**src/rtl/fifotrig_pkg.sv**
```systemverilog
package fifotrig_pkg;

  typedef struct packed {
    logic [1:0] trig_sel;
    logic       pace_sel;
    logic       en;
  } fcfg_t;

  function automatic int unsigned trig_level(input logic [1:0] sel);
    case (sel)
      2'b00:   return 1;
      2'b01:   return 4;
      2'b10:   return 8;
      default: return 14;
    endcase
  endfunction

endpackage

```
**src/rtl/fifotrig_ctrl.sv**
```systemverilog
module fifotrig_ctrl
  import fifotrig_pkg::*;
(
  input  logic       clk,
  input  logic       rst_n,
  input  logic       cfg_wr,
  input  logic [7:0] cfg_wdata,
  output fcfg_t      cfg,
  output logic       flush
);

  logic unused_bits;
  assign unused_bits = ^{cfg_wdata[5:4], cfg_wdata[2:1]};

  assign flush = cfg_wr && (cfg_wdata[0] != cfg.en);

  always_ff @(posedge clk or negedge rst_n) begin
    if (!rst_n) begin
      cfg <= '0;
    end else if (cfg_wr) begin
      cfg.trig_sel <= cfg_wdata[7:6];
      cfg.pace_sel <= cfg_wdata[3];
      cfg.en       <= cfg_wdata[0];
    end
  end

  // trigger field follows the written bits 7:6
  p_trig_sel_r2: assert property (@(posedge clk) disable iff (!rst_n)
    cfg_wr |=> (cfg.trig_sel == $past(cfg_wdata[7:6])));

  // a write leaves the enable bit equal to written bit 0 regardless of ignored bits
  p_ignored_r8: assert property (@(posedge clk) disable iff (!rst_n)
    (cfg_wr && !flush) |=> $stable(cfg.en));

endmodule

```
**src/rtl/fifotrig_fifo.sv**
```systemverilog
module fifotrig_fifo #(
  parameter int DEPTH = 16,
  parameter int W     = 8,
  localparam int AW   = (DEPTH > 1) ? $clog2(DEPTH) : 1,
  localparam int CW   = $clog2(DEPTH + 1)
) (
  input  logic          clk,
  input  logic          rst_n,
  input  logic          flush,
  input  logic [CW-1:0] cap,
  input  logic          in_valid,
  input  logic [W-1:0]  in_data,
  output logic          in_ready,
  output logic          out_valid,
  output logic [W-1:0]  out_data,
  input  logic          out_ready,
  output logic [CW-1:0] count,
  output logic [CW-1:0] count_nxt,
  output logic          full,
  output logic          empty,
  output logic          push_ok,
  output logic          pop_ok
);

  logic [W-1:0]  mem [DEPTH];
  logic [AW-1:0] wr_ptr, rd_ptr;

  function automatic logic [AW-1:0] ptr_inc(input logic [AW-1:0] p);
    return (p == AW'(DEPTH - 1)) ? '0 : p + 1'b1;
  endfunction

  function automatic logic [AW-1:0] ptr_dec(input logic [AW-1:0] p);
    return (p == '0) ? AW'(DEPTH - 1) : p - 1'b1;
  endfunction

  assign full      = (count >= cap);
  assign empty     = (count == '0);
  assign in_ready  = !full;
  assign out_valid = !empty;
  assign push_ok   = in_valid && in_ready;
  assign pop_ok    = out_ready && out_valid;

  // Empty: show the slot written last (most recently accepted character)
  assign out_data  = empty ? mem[ptr_dec(wr_ptr)] : mem[rd_ptr];

  always_comb begin
    if (flush) count_nxt = '0;
    else       count_nxt = count + CW'(push_ok) - CW'(pop_ok);
  end

  always_ff @(posedge clk or negedge rst_n) begin
    if (!rst_n) begin
      wr_ptr <= '0;
      rd_ptr <= '0;
      count  <= '0;
      for (int i = 0; i < DEPTH; i++) mem[i] <= '0;
    end else begin
      if (push_ok) begin
        mem[wr_ptr] <= in_data;
        wr_ptr      <= ptr_inc(wr_ptr);
      end
      if (flush)       rd_ptr <= push_ok ? ptr_inc(wr_ptr) : wr_ptr;
      else if (pop_ok) rd_ptr <= ptr_inc(rd_ptr);
      count <= count_nxt;
    end
  end

  // occupancy never exceeds the storage depth
  p_no_overflow_r3: assert property (@(posedge clk) disable iff (!rst_n)
    count <= CW'(DEPTH));

  // at capacity with no pop or flush, the count holds
  p_full_hold_r3: assert property (@(posedge clk) disable iff (!rst_n)
    (full && !pop_ok && !flush) |=> (count == $past(count)));

  // empty with nothing offered keeps count at zero and data stable
  p_empty_pop_r4: assert property (@(posedge clk) disable iff (!rst_n)
    (empty && !in_valid) |=> (empty && $stable(out_data)));

endmodule

```
**src/rtl/fifotrig_pace.sv**
```systemverilog
module fifotrig_pace
  import fifotrig_pkg::*;
#(
  parameter int DEPTH = 16,
  localparam int CW   = $clog2(DEPTH + 1)
) (
  input  logic          clk,
  input  logic          rst_n,
  input  fcfg_t         cfg,
  input  logic          flush,
  input  logic          cfg_wr,
  input  logic          rx_push_ok,
  input  logic [CW-1:0] rx_count,
  input  logic [CW-1:0] rx_count_nxt,
  input  logic [CW-1:0] tx_count,
  input  logic          rx_timeout,
  output logic          txrdy_n,
  output logic          rxrdy_n,
  output logic          rx_irq
);

  logic          mode1;
  logic [CW-1:0] eff_trig;
  logic          rx_latch, rx_latch_nxt, irq_nxt;

  assign mode1    = cfg.en && cfg.pace_sel;
  assign eff_trig = cfg.en ? CW'(trig_level(cfg.trig_sel)) : CW'(1);

  always_comb begin
    rx_latch_nxt = rx_latch;
    if (flush || rx_count_nxt == '0)
      rx_latch_nxt = 1'b0;
    else if ((rx_push_ok && rx_count_nxt >= eff_trig) || rx_timeout)
      rx_latch_nxt = 1'b1;
  end

  always_comb begin
    irq_nxt = rx_irq;
    if (flush)                         irq_nxt = 1'b0;
    else if (rx_count_nxt != rx_count) irq_nxt = (rx_count_nxt >= eff_trig);
  end

  always_ff @(posedge clk or negedge rst_n) begin
    if (!rst_n) begin
      rx_latch <= 1'b0;
      rx_irq   <= 1'b0;
    end else begin
      rx_latch <= rx_latch_nxt;
      rx_irq   <= irq_nxt;
    end
  end

  assign txrdy_n = mode1 ? (tx_count == CW'(DEPTH)) : (tx_count != '0);
  assign rxrdy_n = mode1 ? !rx_latch : (rx_count == '0);

  // once active in style 1, receive-ready holds while data remains
  p_rx_hold_r6: assert property (@(posedge clk) disable iff (!rst_n)
    (mode1 && !rxrdy_n && !cfg_wr && rx_count_nxt != '0) |=> !rxrdy_n);

  // the interrupt moves only together with the receive count
  p_irq_moves_r7: assert property (@(posedge clk) disable iff (!rst_n)
    !$stable(rx_irq) |-> (rx_count != $past(rx_count)));

  // a pending interrupt implies stored data
  p_irq_data_r7: assert property (@(posedge clk) disable iff (!rst_n)
    rx_irq |-> (rx_count != '0));

endmodule

```
**src/rtl/uart_fifo_pacer.sv**
```systemverilog
module uart_fifo_pacer
  import fifotrig_pkg::*;
#(
  parameter int DEPTH = 16,
  parameter int W     = 8,
  localparam int CW   = $clog2(DEPTH + 1)
) (
  input  logic          clk,
  input  logic          rst_n,
  input  logic          cfg_wr,
  input  logic [7:0]    cfg_wdata,
  input  logic          tx_in_valid,
  input  logic [W-1:0]  tx_in_data,
  output logic          tx_in_ready,
  output logic          tx_out_valid,
  output logic [W-1:0]  tx_out_data,
  input  logic          tx_out_ready,
  input  logic          rx_in_valid,
  input  logic [W-1:0]  rx_in_data,
  output logic          rx_in_ready,
  output logic          rx_out_valid,
  output logic [W-1:0]  rx_out_data,
  input  logic          rx_out_ready,
  input  logic          rx_timeout,
  output logic          txrdy_n,
  output logic          rxrdy_n,
  output logic          rx_irq,
  output logic [CW-1:0] tx_count,
  output logic [CW-1:0] rx_count,
  output logic          tx_full,
  output logic          tx_empty,
  output logic          rx_full,
  output logic          rx_empty
);

  fcfg_t         cfg;
  logic          flush;
  logic [CW-1:0] cap;
  logic [CW-1:0] tx_count_nxt, rx_count_nxt;
  logic          tx_push_ok, tx_pop_ok, rx_push_ok, rx_pop_ok;
  logic          unused_sig;

  assign cap        = cfg.en ? CW'(DEPTH) : CW'(1);
  assign unused_sig = ^{tx_count_nxt, tx_push_ok, tx_pop_ok, rx_pop_ok};

  fifotrig_ctrl u_ctrl (
    .clk       (clk),
    .rst_n     (rst_n),
    .cfg_wr    (cfg_wr),
    .cfg_wdata (cfg_wdata),
    .cfg       (cfg),
    .flush     (flush)
  );

  fifotrig_fifo #(.DEPTH(DEPTH), .W(W)) u_txf (
    .clk       (clk),
    .rst_n     (rst_n),
    .flush     (flush),
    .cap       (cap),
    .in_valid  (tx_in_valid),
    .in_data   (tx_in_data),
    .in_ready  (tx_in_ready),
    .out_valid (tx_out_valid),
    .out_data  (tx_out_data),
    .out_ready (tx_out_ready),
    .count     (tx_count),
    .count_nxt (tx_count_nxt),
    .full      (tx_full),
    .empty     (tx_empty),
    .push_ok   (tx_push_ok),
    .pop_ok    (tx_pop_ok)
  );

  fifotrig_fifo #(.DEPTH(DEPTH), .W(W)) u_rxf (
    .clk       (clk),
    .rst_n     (rst_n),
    .flush     (flush),
    .cap       (cap),
    .in_valid  (rx_in_valid),
    .in_data   (rx_in_data),
    .in_ready  (rx_in_ready),
    .out_valid (rx_out_valid),
    .out_data  (rx_out_data),
    .out_ready (rx_out_ready),
    .count     (rx_count),
    .count_nxt (rx_count_nxt),
    .full      (rx_full),
    .empty     (rx_empty),
    .push_ok   (rx_push_ok),
    .pop_ok    (rx_pop_ok)
  );

  fifotrig_pace #(.DEPTH(DEPTH)) u_pace (
    .clk          (clk),
    .rst_n        (rst_n),
    .cfg          (cfg),
    .flush        (flush),
    .cfg_wr       (cfg_wr),
    .rx_push_ok   (rx_push_ok),
    .rx_count     (rx_count),
    .rx_count_nxt (rx_count_nxt),
    .tx_count     (tx_count),
    .rx_timeout   (rx_timeout),
    .txrdy_n      (txrdy_n),
    .rxrdy_n      (rxrdy_n),
    .rx_irq       (rx_irq)
  );

  // in style 1 an active transmit-ready pin means a free slot exists
  p_txrdy_free_r5: assert property (@(posedge clk) disable iff (!rst_n)
    (cfg.en && cfg.pace_sel && !txrdy_n) |-> tx_in_ready);

  // with the FIFOs disabled, at most one character is held
  p_cap_one_r3: assert property (@(posedge clk) disable iff (!rst_n)
    !cfg.en |-> (rx_count <= CW'(1) && tx_count <= CW'(1)));

  // outside style 1 an active receive-ready pin means data is present
  p_rx_plain_r1: assert property (@(posedge clk) disable iff (!rst_n)
    (!(cfg.en && cfg.pace_sel) && !rxrdy_n) |-> rx_out_valid);

  // an enable change empties both FIFOs
  p_flush_r9: assert property (@(posedge clk) disable iff (!rst_n)
    flush |=> (tx_empty && rx_empty && !rx_irq));

endmodule

```
**config.mk**
```make
export PLATFORM = sky130hd
export DESIGN_NAME = uart_fifo_pacer
export DESIGN_NICKNAME = d
export VERILOG_FILES = /design/src/rtl/fifotrig_pkg.sv /design/src/rtl/fifotrig_ctrl.sv /design/src/rtl/fifotrig_fifo.sv /design/src/rtl/fifotrig_pace.sv /design/src/rtl/uart_fifo_pacer.sv
export SDC_FILE = /design/constraint.sdc
export NUM_CORES = 1
export LEC_CHECK = 0
export BUFFER_PORTS_ARGS = -buffer_cell sky130_fd_sc_hd__buf_4
export CORE_MARGIN = 1.5
export CORE_UTILIZATION = 60
export DETAILED_ROUTE_END_ITERATION = 12
export PLACE_DENSITY = 0.85
export SYNTH_ARGS = -nofsm -noshare
export SYNTH_HDL_FRONTEND = slang
export SYNTH_SLANG_ARGS = --single-unit
```
**constraint.sdc**
```tcl
create_clock -name clk -period 6.4 [get_ports clk]
set_clock_uncertainty 0.2 [all_clocks]
set_input_delay 0.96 -clock clk [delete_from_list [all_inputs] [get_ports clk]]
set_output_delay 0.96 -clock clk [all_outputs]
set_load 0.02 [all_outputs]
```
After elaboration in Yosys (flattened, before gate mapping)
Cells that the tools add are included.
Widths: inputs -> output; s select.
Word-level totals
  bits in registers: 288
  bits of input ports: 32
  output and inout port bits: 37
  logic and storage cells: 149
Operators by class
  add/sub/neg operators: 10
  magnitude comparators: 11
  eq/ne operators: 9
  mux-type cells: 43
  bitwise logic cells: 6
  reductions and logical operators: 27
Operators with widths (number)
  $bwmux 128: 2
  $bmux 8 s4: 4
  $mux 8: 12
  $demux 8 s4: 2
  $mux 4: 13
  $ge 5x5->1 const B: 6
  $not 4->5: 6
  $add 4x1->4 const B: 4
  $eq 4x4->1 const B: 4
  $ge 5x5->1: 3
  $logic_not 5->1: 3
  $mux 5: 3
  $pmux 4 s3: 1
  $add 5x1->5: 2
  $lt 5x1->1 const B: 2
  $sub 5x1->5: 2
  $logic_and 1x1->1: 9
  $logic_not 4->1: 2
  $reduce_bool 2->1: 4
  $sub 4x1->4 const B: 2
  $mux 1: 6
  $eq 5x5->1 const B: 1
  $logic_not 1->1: 5
  $ne 5x5->1: 1
  6 further kinds: 7

Depth between registers and ports, before layout
Gate-level depths: netlist of the first run.
  word-level depth: 12
  gate-level depth with buffers: 17
  gate-level depth less buffers: 17

Cells and area by module
From an unflattened synthesis of the first run, not the netlist that was laid out.
Unflattened totals
  cells, all modules: 1279
  area, all modules: 16644.7 µm²
By module, submodules not included
  fifotrig_fifo (u_txf): times used 1, cells each 591, area each 8102.8 µm², seq. area each 3528.4 µm²
  fifotrig_fifo (u_rxf): times used 1, cells each 638, area each 8072.7 µm², seq. area each 3528.4 µm²
  fifotrig_pace: times used 1, cells each 38, area each 300.3 µm², seq. area each 50.0 µm²
  fifotrig_ctrl: times used 1, cells each 10, area each 161.4 µm², seq. area each 100.1 µm²
  uart_fifo_pacer: times used 1, cells each 2, area each 7.5 µm², seq. area each 0.0 µm²

Worst setup path after synthesis of the first run
Ideal clock, no wire load.
  path kind: register to output
  from: reg u_txf.wr_ptr[0]
  to: out tx_out_data[3]
  arrival: 3219 ps
  data required time: 5240 ps
  path slack: 2021 ps
  stages on the path, launching flop included: 14
  path buffers: 7
  cells stage by stage: dfrtp_1 > clkbuf_1 > inv_1 > clkbuf_1 > clkbuf_1 > ha_1 > buf_4 > xor2_1 > buf_4 > buf_4 > buf_2 > a211oi_1 > o21bai_1 > nor4b_1
On the way
  word-level cells in the longest chain between the ends: 7
  elaborated cells between the ends (all ways): 8
  classes of those cells: 1 x add/sub; 5 x mux; 1 x bitwise; 1 x reduce/logical
RTL lines
  start: declaration: RTL line fifotrig_fifo.sv:26  | logic [AW-1:0] wr_ptr, rd_ptr;
  start signal: assignment: RTL line fifotrig_fifo.sv:60  | wr_ptr <= ptr_inc(wr_ptr);
  $sub 4x1->4 / $logic_not 4->1 (equally long branches): RTL line fifotrig_fifo.sv:33  | return (p == '0) ? AW'(DEPTH - 1) : p - 1'b1;
  $mux 4 *: RTL line fifotrig_fifo.sv:33
  $not 4->5 (not written as such) *: RTL line fifotrig_fifo.sv:44  | assign out_data = empty ? mem[ptr_dec(wr_ptr)] : mem[rd_ptr];
  $bmux 8 s4 *: RTL line fifotrig_fifo.sv:44
  $mux 8 (not written as such) * (2 in a row): RTL line fifotrig_fifo.sv:44
  $mux 8 *: RTL line fifotrig_fifo.sv:44
  end: declaration: RTL line uart_fifo_pacer.sv:16  | output logic [W-1:0] tx_out_data,
Every way passes the cells marked *; elsewhere a longest branch is shown, timed or not. The select of a mux whose other input is x is not followed.

Worst setup path in the final report of the first run
  from: reg u_txf.wr_ptr[0]
  to: out tx_out_data[5]
Same word-level chain as after synthesis.

==> run_results.csv, run 1 <==
group,metric,value,unit
status,status,"complete, no violations",
clocking,postCtsSetupBuffers,0,
die,fp.dieH,169,µm
logic_synthesis,ys.flop_type,"dfrtp_1",
logic_synthesis,synth.most_common_cell,"dfrtp_1",
drt,finalWirelength,41000,µm
timing,fin_crit,5.42,ns
setup_path,arrival,4.26,ns
logic_synthesis,synth_top_area_cell,"dfrtp_1",
global_routing,overflow,0,
die,rows,60,
drt,firstDrtPassIters,5,
global_routing,antenna_found_initial,0,
logic_synthesis,synthCells,1282,
die,initial_utilization,61.4,%
power,irDropWorstVdd,0.000401,V
logic_synthesis,synth_edf_count,0,
global_routing,track_usage,29.1,%
clocking,clock_latency,0.57,ns
min_path,hold_path.class,"in2async",
global_routing,use_met2,46.3,%
cells_and_area,syn_to_final_growth,10.8,%
clocking,cts_tree,"done",
clocking,cts_max_path_buffers,3,
place,portBuffers,64,
drt,vias,11600,
die,die_width,169,µm
die,ios,69,
setup_path,required,5.24,ns
drt,vias_per_cell,6.88,
cells_and_area,post-route-util,68.0,%
timing,timing.final.crit_share,84.7,%
logic_synthesis,syn-cell-area,16600,µm²
global_routing,busiest_layer,"met2",
global_routing,met1_usage,41.5,%
timing,final-setup-viol-count,0,
cells_and_area,fin_nets,1353,
logic_synthesis,synth.area.top_cells,"dfrtp_1 43%, mux2_2 19%, mux4_2 13%",
clocking,root_buffer,"clkbuf_16",
clocking,clk_pin_slew,0.06,ns
cells_and_area,diodes,0,
timing,worst_pin_slew,1.12,ns
setup_path,end_kind,"primary output",
run,max_cap_viol_count,0,
logic_synthesis,ys_ff_latch,288,
logic_synthesis,async_flop_share,100,%
drt,ant_nets,0,
logic_synthesis,syn_nets,1351,
clocking,cts_max_level,1,
clocking,cts_inserted_buffers,31,
place,dpl.cell_count,1623,
clocking,cts_hold_buffers,0,
drt,drtIter0Drc,1120,
die,core_area,27100,µm²
place,gp_congestion,0.863,
cells_and_area,n_fill_cell,1808,
global_routing,grt_pass1_vias,11600,
cells_and_area,drive_above_1_share,40.1,%
timing,relSlewSlack,25.2,%
timing,whs,0.225,ns
place,post-dp-hpwl,26200,µm
power,leakagePower,8.27,nW
power,p_per_area,575,nW/µm²
setup_path,startpoint_type,"flop",
timing,timing.setup.tns,0,ns
timing,report.final.slew_viol_count,0,
logic_synthesis,synth_common_cells,"288 x dfrtp_1, 277 x mux2_2, 95 x mux4_2",
global_routing,grt_pass1_wl,65100,µm
timing,max_freq,0.184,GHz
logic_synthesis,ys_seq_area_share,43.3,%
timing,rsz0062_at_grt,"false",
drt,route.detailed.drc,0,
setup_path,crit_type,"reg2out",
die,dieArea,28700,µm²
clocking,cts-resized-gates,0,
drt,detail_route.wl_per_cell,24.4,µm
clocking,clock-sinks,288,
cells_and_area,stdcell_count,1680,
global_routing,grt_use_met3,4.52,%
global_routing,grt_max_degree,126,
logic_synthesis,yosysWarningCount,0,
setup_path,cp_max_fo,30,
timing,hold_viol_final,0,
logic_synthesis,avgSynthCellArea,13.0,µm²
logic_synthesis,synthDistinctLibCells,69,
logic_synthesis,synth_top_area_share,43.3,%
cells in the final DEF, fill, tap and decap left out, types with 6 or more instances in the layout:
cell       netlist  routed
mux2i_1         43      43
and3_1          38      38
and2_1           9       9
a22oi_1         17      17
ha_1            35      35
nor2_1          18      18
nand4_1          7       7
dfrtp_1        288     286
nand2_1         42      42
o21bai_1         7       7
nand3_1         33      33
mux4_2          95      95
inv_1           34      34
bufinv_16        0      10
xnor2_1          7       6
buf_4           15      80
clkbuf_16        0      31
o21ai_0         41      41
mux2_2         277     277
a31oi_1          7       7
o22ai_1          6       6
nor4b_1          6       6
nor2b_1         12      12
a211oi_1        14      14
xor2_1           8       7
a221oi_1        13      13
a21oi_1         41      40
where the power goes:
part	switching, mW	internal [mW]	leakage [nW]
Sequential	0.652	2.50	3.74
Combinational	2.78	2.55	3.95
Clock	0.764	1.34	0.588
metal layers:
metal / wire, µm / share of wire [%] / vias up
met4: 1170 / 2.9 / 0
met3: 3520 / 8.6 / 118
met2: 19700 / 48 / 642
met1: 16600 / 41 / 5938
li1: - / - / 4866
met5: 0 / 0 / -
critical path, cell delays in order, from the launching register on:
cell and delay, ns:
dfrtp_2 0.40, inv_1 0.05, buf_4 0.27, ha_1 0.50
or3b_1 0.39, buf_4 0.26, nand2_1 0.49, a211oi_1 0.16
o21bai_1 0.23, nor4b_1 0.66, buf_4 0.27
metrics by stage:
stage          power [mW]  instance area [µm²]  setup WS [ns]
6_report             10.6                18400          0.979
5_1_grt              11.1                18400          0.832
4_1_cts              10.5                18400           1.02
3_5_place_dp         8.35                17200           1.64
3_3_place_gp         8.14                17200           1.72
2_1_floorplan        6.89                16600           2.02
cell families (layout without fill, tap and decap cells):
logic type / Yosys count / after routing / synth area share [%]
AOI/OAI and AO/OA: 182 / 182 / 7.38
xor gates and xnor gates: 16 / 16 / 0.933
adders and majority gates: 37 / 37 / 2.87
buffers and inverters: 147 / 173 / 4.00
DFF: 288 / 288 / 43.3
muxes: 420 / 420 / 35.0
and+or+nand+nor: 192 / 192 / 6.46
area by class of cell:
type / count / area (µm²) / share of cell area (%)
Clock buffer: 38 / 842 / 4.57
Clock inverter: 19 / 359 / 1.95
Inverter: 35 / 131 / 0.713
Multi-Input combinational cell: 847 / 8790 / 47.7
Sequential cell: 288 / 7210 / 39.1
Tap cell: 372 / 465 / 2.53
Timing Repair Buffer: 81 / 616 / 3.34
state kept, by name (all words and copies together) (netlist names):
signal and count:
u_txf.rd_ptr 4, u_ctrl.cfg 4, u_rxf.mem 128, u_txf.mem 128, u_txf.count 5, u_rxf.count 5, u_rxf.wr_ptr 4, u_pace.rx_irq 1
u_rxf.rd_ptr 4, u_pace.rx_latch 1, u_txf.wr_ptr 4
worst paths after layout:
path	startpoint	to	slack [ns]	cells past startpoint
max	u_txf.wr_ptr[0]	tx_out_data[5]	0.98	10
min	rst_n	u_ctrl.cfg[0]	0.23	1
max reg2reg	u_ctrl.cfg[0]	u_pace.rx_latch	1.80	13
min reg2reg	u_txf.mem[89]	u_txf.mem[89]	0.33	1
max in group asynchronous	rst_n	u_rxf.mem[100]	4.45	2
min in group clk	u_txf.mem[89]	u_txf.mem[89]	0.33	1
(Power assumes the default switching activity.)
==> run 2: changes to the inputs <==
==> constraint.sdc (replaced) <==
create_clock -name clk -period 5.3 [get_ports clk]
set_clock_uncertainty 0.2 [all_clocks]
set_input_delay 0.795 -clock clk [delete_from_list [all_inputs] [get_ports clk]]
set_output_delay 0.795 -clock clk [all_outputs]
set_load 0.02 [all_outputs]
==> run 2 against run 1 <==
  * Critical path depth down 1
  * Sequential cell count unchanged
  * Sequential power up 23%
  * Largest power group unchanged
  * Routed wire length up 0.84%
  * Clock power up 7%
  * Via count up 0.66%
  * Register-to-register slack worse by 0.95 ns
  * Power up 19%
  * Sequential share of layout area up 0.19 points
  * Count of clock-buffer cells in the layout up 4
==> run_results.csv, run 2 (synthesized netlist as in run 1, its figures left out) <==
group,metric,value,unit
status,status,"complete, no violations",
setup_path,end_kind,"primary output",
power,p_per_area,684,nW/µm²
die,dieArea,28700,µm²
timing,timing.final.crit_share,95.9,%
setup_path,startpoint_type,"flop",
global_routing,grt_use_met3,4.92,%
global_routing,grt_max_degree,138,
timing,max_freq,0.197,GHz
setup_path,cp_max_fo,24,
place,gp_congestion,0.886,
timing,fin_crit,5.08,ns
die,initial_utilization,61.4,%
clocking,cts_inserted_buffers,31,
timing,whs,0.109,ns
cells_and_area,layout_common_cells,"286 x dfrtp_1, 277 x mux2_2, 95 x mux4_2, 85 x buf_4, 43 x mux2i_1",
drt,finalWirelength,41300,µm
cells_and_area,diodes,0,
die,die_width,169,µm
die,rows,60,
drt,vias_per_cell,6.90,
place,portBuffers,64,
die,fp.dieH,169,µm
drt,drtIter0Drc,1306,
timing,relSlewSlack,25.3,%
die,ios,69,
clocking,cts-resized-gates,0,
clocking,cts_hold_buffers,0,
setup_path,cpMostUsedCell,"buf_4",
global_routing,grt_pass1_vias,11800,
clocking,clk_pin_slew,0.06,ns
setup_path,crit_family,"buffers and inverters",
timing,hold_viol_final,0,
run,max_cap_viol_count,0,
global_routing,met1_usage,41.1,%
clocking,cts_max_level,1,
timing,report.final.slew_viol_count,0,
cells_and_area,fin_nets,1359,
die,core_area,27100,µm²
place,post-dp-hpwl,26800,µm
cells_and_area,n_fill_cell,1833,
clocking,clock-sinks,288,
setup_path,crit_type,"reg2out",
cells_and_area,mostFrequentLayoutCell,"dfrtp_1",
setup_path,crit_path_max_incr_delay,0.78,ns
clocking,clock_latency,0.57,ns
setup_path,required,4.30,ns
clocking,cts_max_path_buffers,3,
cells_and_area,drive_above_1_share,40.2,%
drt,ant_nets,0,
global_routing,grt_pass1_wl,66100,µm
cells_and_area,syn_to_final_growth,10.2,%
setup_path,path_cells,"inv_1 > buf_4 > ha_1 > xor2_4 > buf_4 > a211oi_1 > o21bai_1 > nor4b_1 > buf_4",
timing,worst_pin_slew,1.12,ns
setup_path,arrival,4.09,ns
power,leakagePower,8.23,nW
drt,firstDrtPassIters,7,
timing,rsz0062_at_grt,"false",
setup_path,rrSetupSlack,0.85,ns
cells_and_area,reg.largest.list,"u_rxf.mem: 128 flops, u_txf.mem: 128 flops",
timing,timing.setup.tns,0,ns
global_routing,use_met2,47.5,%
drt,vias,11600,
power,irDropWorstVdd,0.000473,V
drt,route.detailed.drc,0,
setup_path,crit_slowest_cell,"xor2_4",
global_routing,track_usage,29.6,%
clocking,postCtsSetupBuffers,0,
timing,final-setup-viol-count,0,
global_routing,busiest_layer,"met2",
global_routing,overflow,0,
setup_path,worst-path-buf-inv,4,
clocking,root_buffer,"clkbuf_16",
drt,detail_route.wl_per_cell,24.5,µm
global_routing,antenna_found_initial,0,
clocking,cts_tree,"done",
min_path,hold_path.class,"in2async",
==> run 2: cell types whose count changed in the layout (fill, tap and decap cells not counted) <==
cell | before | now
buf_12 | 0 | 1
buf_4 | 80 | 85
bufinv_16 | 10 | 4
clkbuf_1 | 3 | 7
clkinv_2 | 5 | 6
clkinv_4 | 2 | 0
clkinvlp_4 | 1 | 4
inv_6 | 1 | 2
==> run 2: per-layer routing <==
layer | vias up | routed length (µm)
li1 | 4885 | -
met1 | 6032 | 16900
met2 | 605 | 19800
met3 | 118 | 3330
met4 | 0 | 1300
met5 | - | 0
==> run 2: layout make-up <==
type                    instances  area, µm²  share of cell area [%]
inverters                      35        131                   0.717
flip-flops and latches        288       7210                    39.3
well taps                     372        465                    2.54
repair buffers                 87        673                    3.67
multi-input cells             847       8790                    48.0
clock buffers                  42        857                    4.68
clock inverters                16        198                    1.08
==> run 2: power breakdown <==
part	internal (mW)	total, mW	switching [mW]
clock	1.33	2.25	0.921
sequential	3.02	3.89	0.870
combinational	3.13	6.41	3.28
total	7.48	12.5	5.07
==> run 2: worst register-to-register path, cell delays in order, from the launching register on <==
cell and delay, ns:
dfrtp_1 0.45, inv_1 0.16, ha_1 0.19, or4b_1 0.54, nand2_1 0.18, inv_1 0.10, ha_1 0.27, inv_1 0.04
ha_1 0.17, and3b_1 0.21, or3_1 0.37, xor2_1 0.20, nor2_1 0.10, ha_1 0.35, nand2_1 0.05, o21ai_0 0.33
a21oi_1 0.16, a211oi_1 0.28
==> run 2: per-stage QoR <==
| step | util, % | std cells | cell area (µm²) | power, mW | worst slack (ns) |
|---|---|---|---|---|---|
| floorplan | - | 1282 | 16600 | 8.32 | 1.09 |
| global placement | 63.7 | 1629 | 17300 | 9.86 | 1.03 |
| detailed placement | 63.7 | 1629 | 17300 | 10.1 | 0.999 |
| CTS | 67.6 | 1687 | 18300 | 12.5 | 0.360 |
| global route | 67.6 | 1687 | 18300 | 13.2 | 0.139 |
| finish | 67.6 | 1687 | 18300 | 12.5 | 0.219 |
==> run 2: worst paths after layout <==
check | startpoint | to | depth (start not counted)
max in group asynchronous | rst_n | u_txf.mem[42] | 2
worst max-delay path | u_txf.wr_ptr[0] | tx_out_data[5] | 9
min in group clk | cfg_wdata[3] | u_ctrl.cfg[1] | 2
worst max register to register | u_rxf.count[2] | u_pace.rx_irq | 17
worst min-delay path | rst_n | u_txf.count[4] | 1
worst min register to register | u_rxf.mem[87] | u_rxf.mem[87] | 1
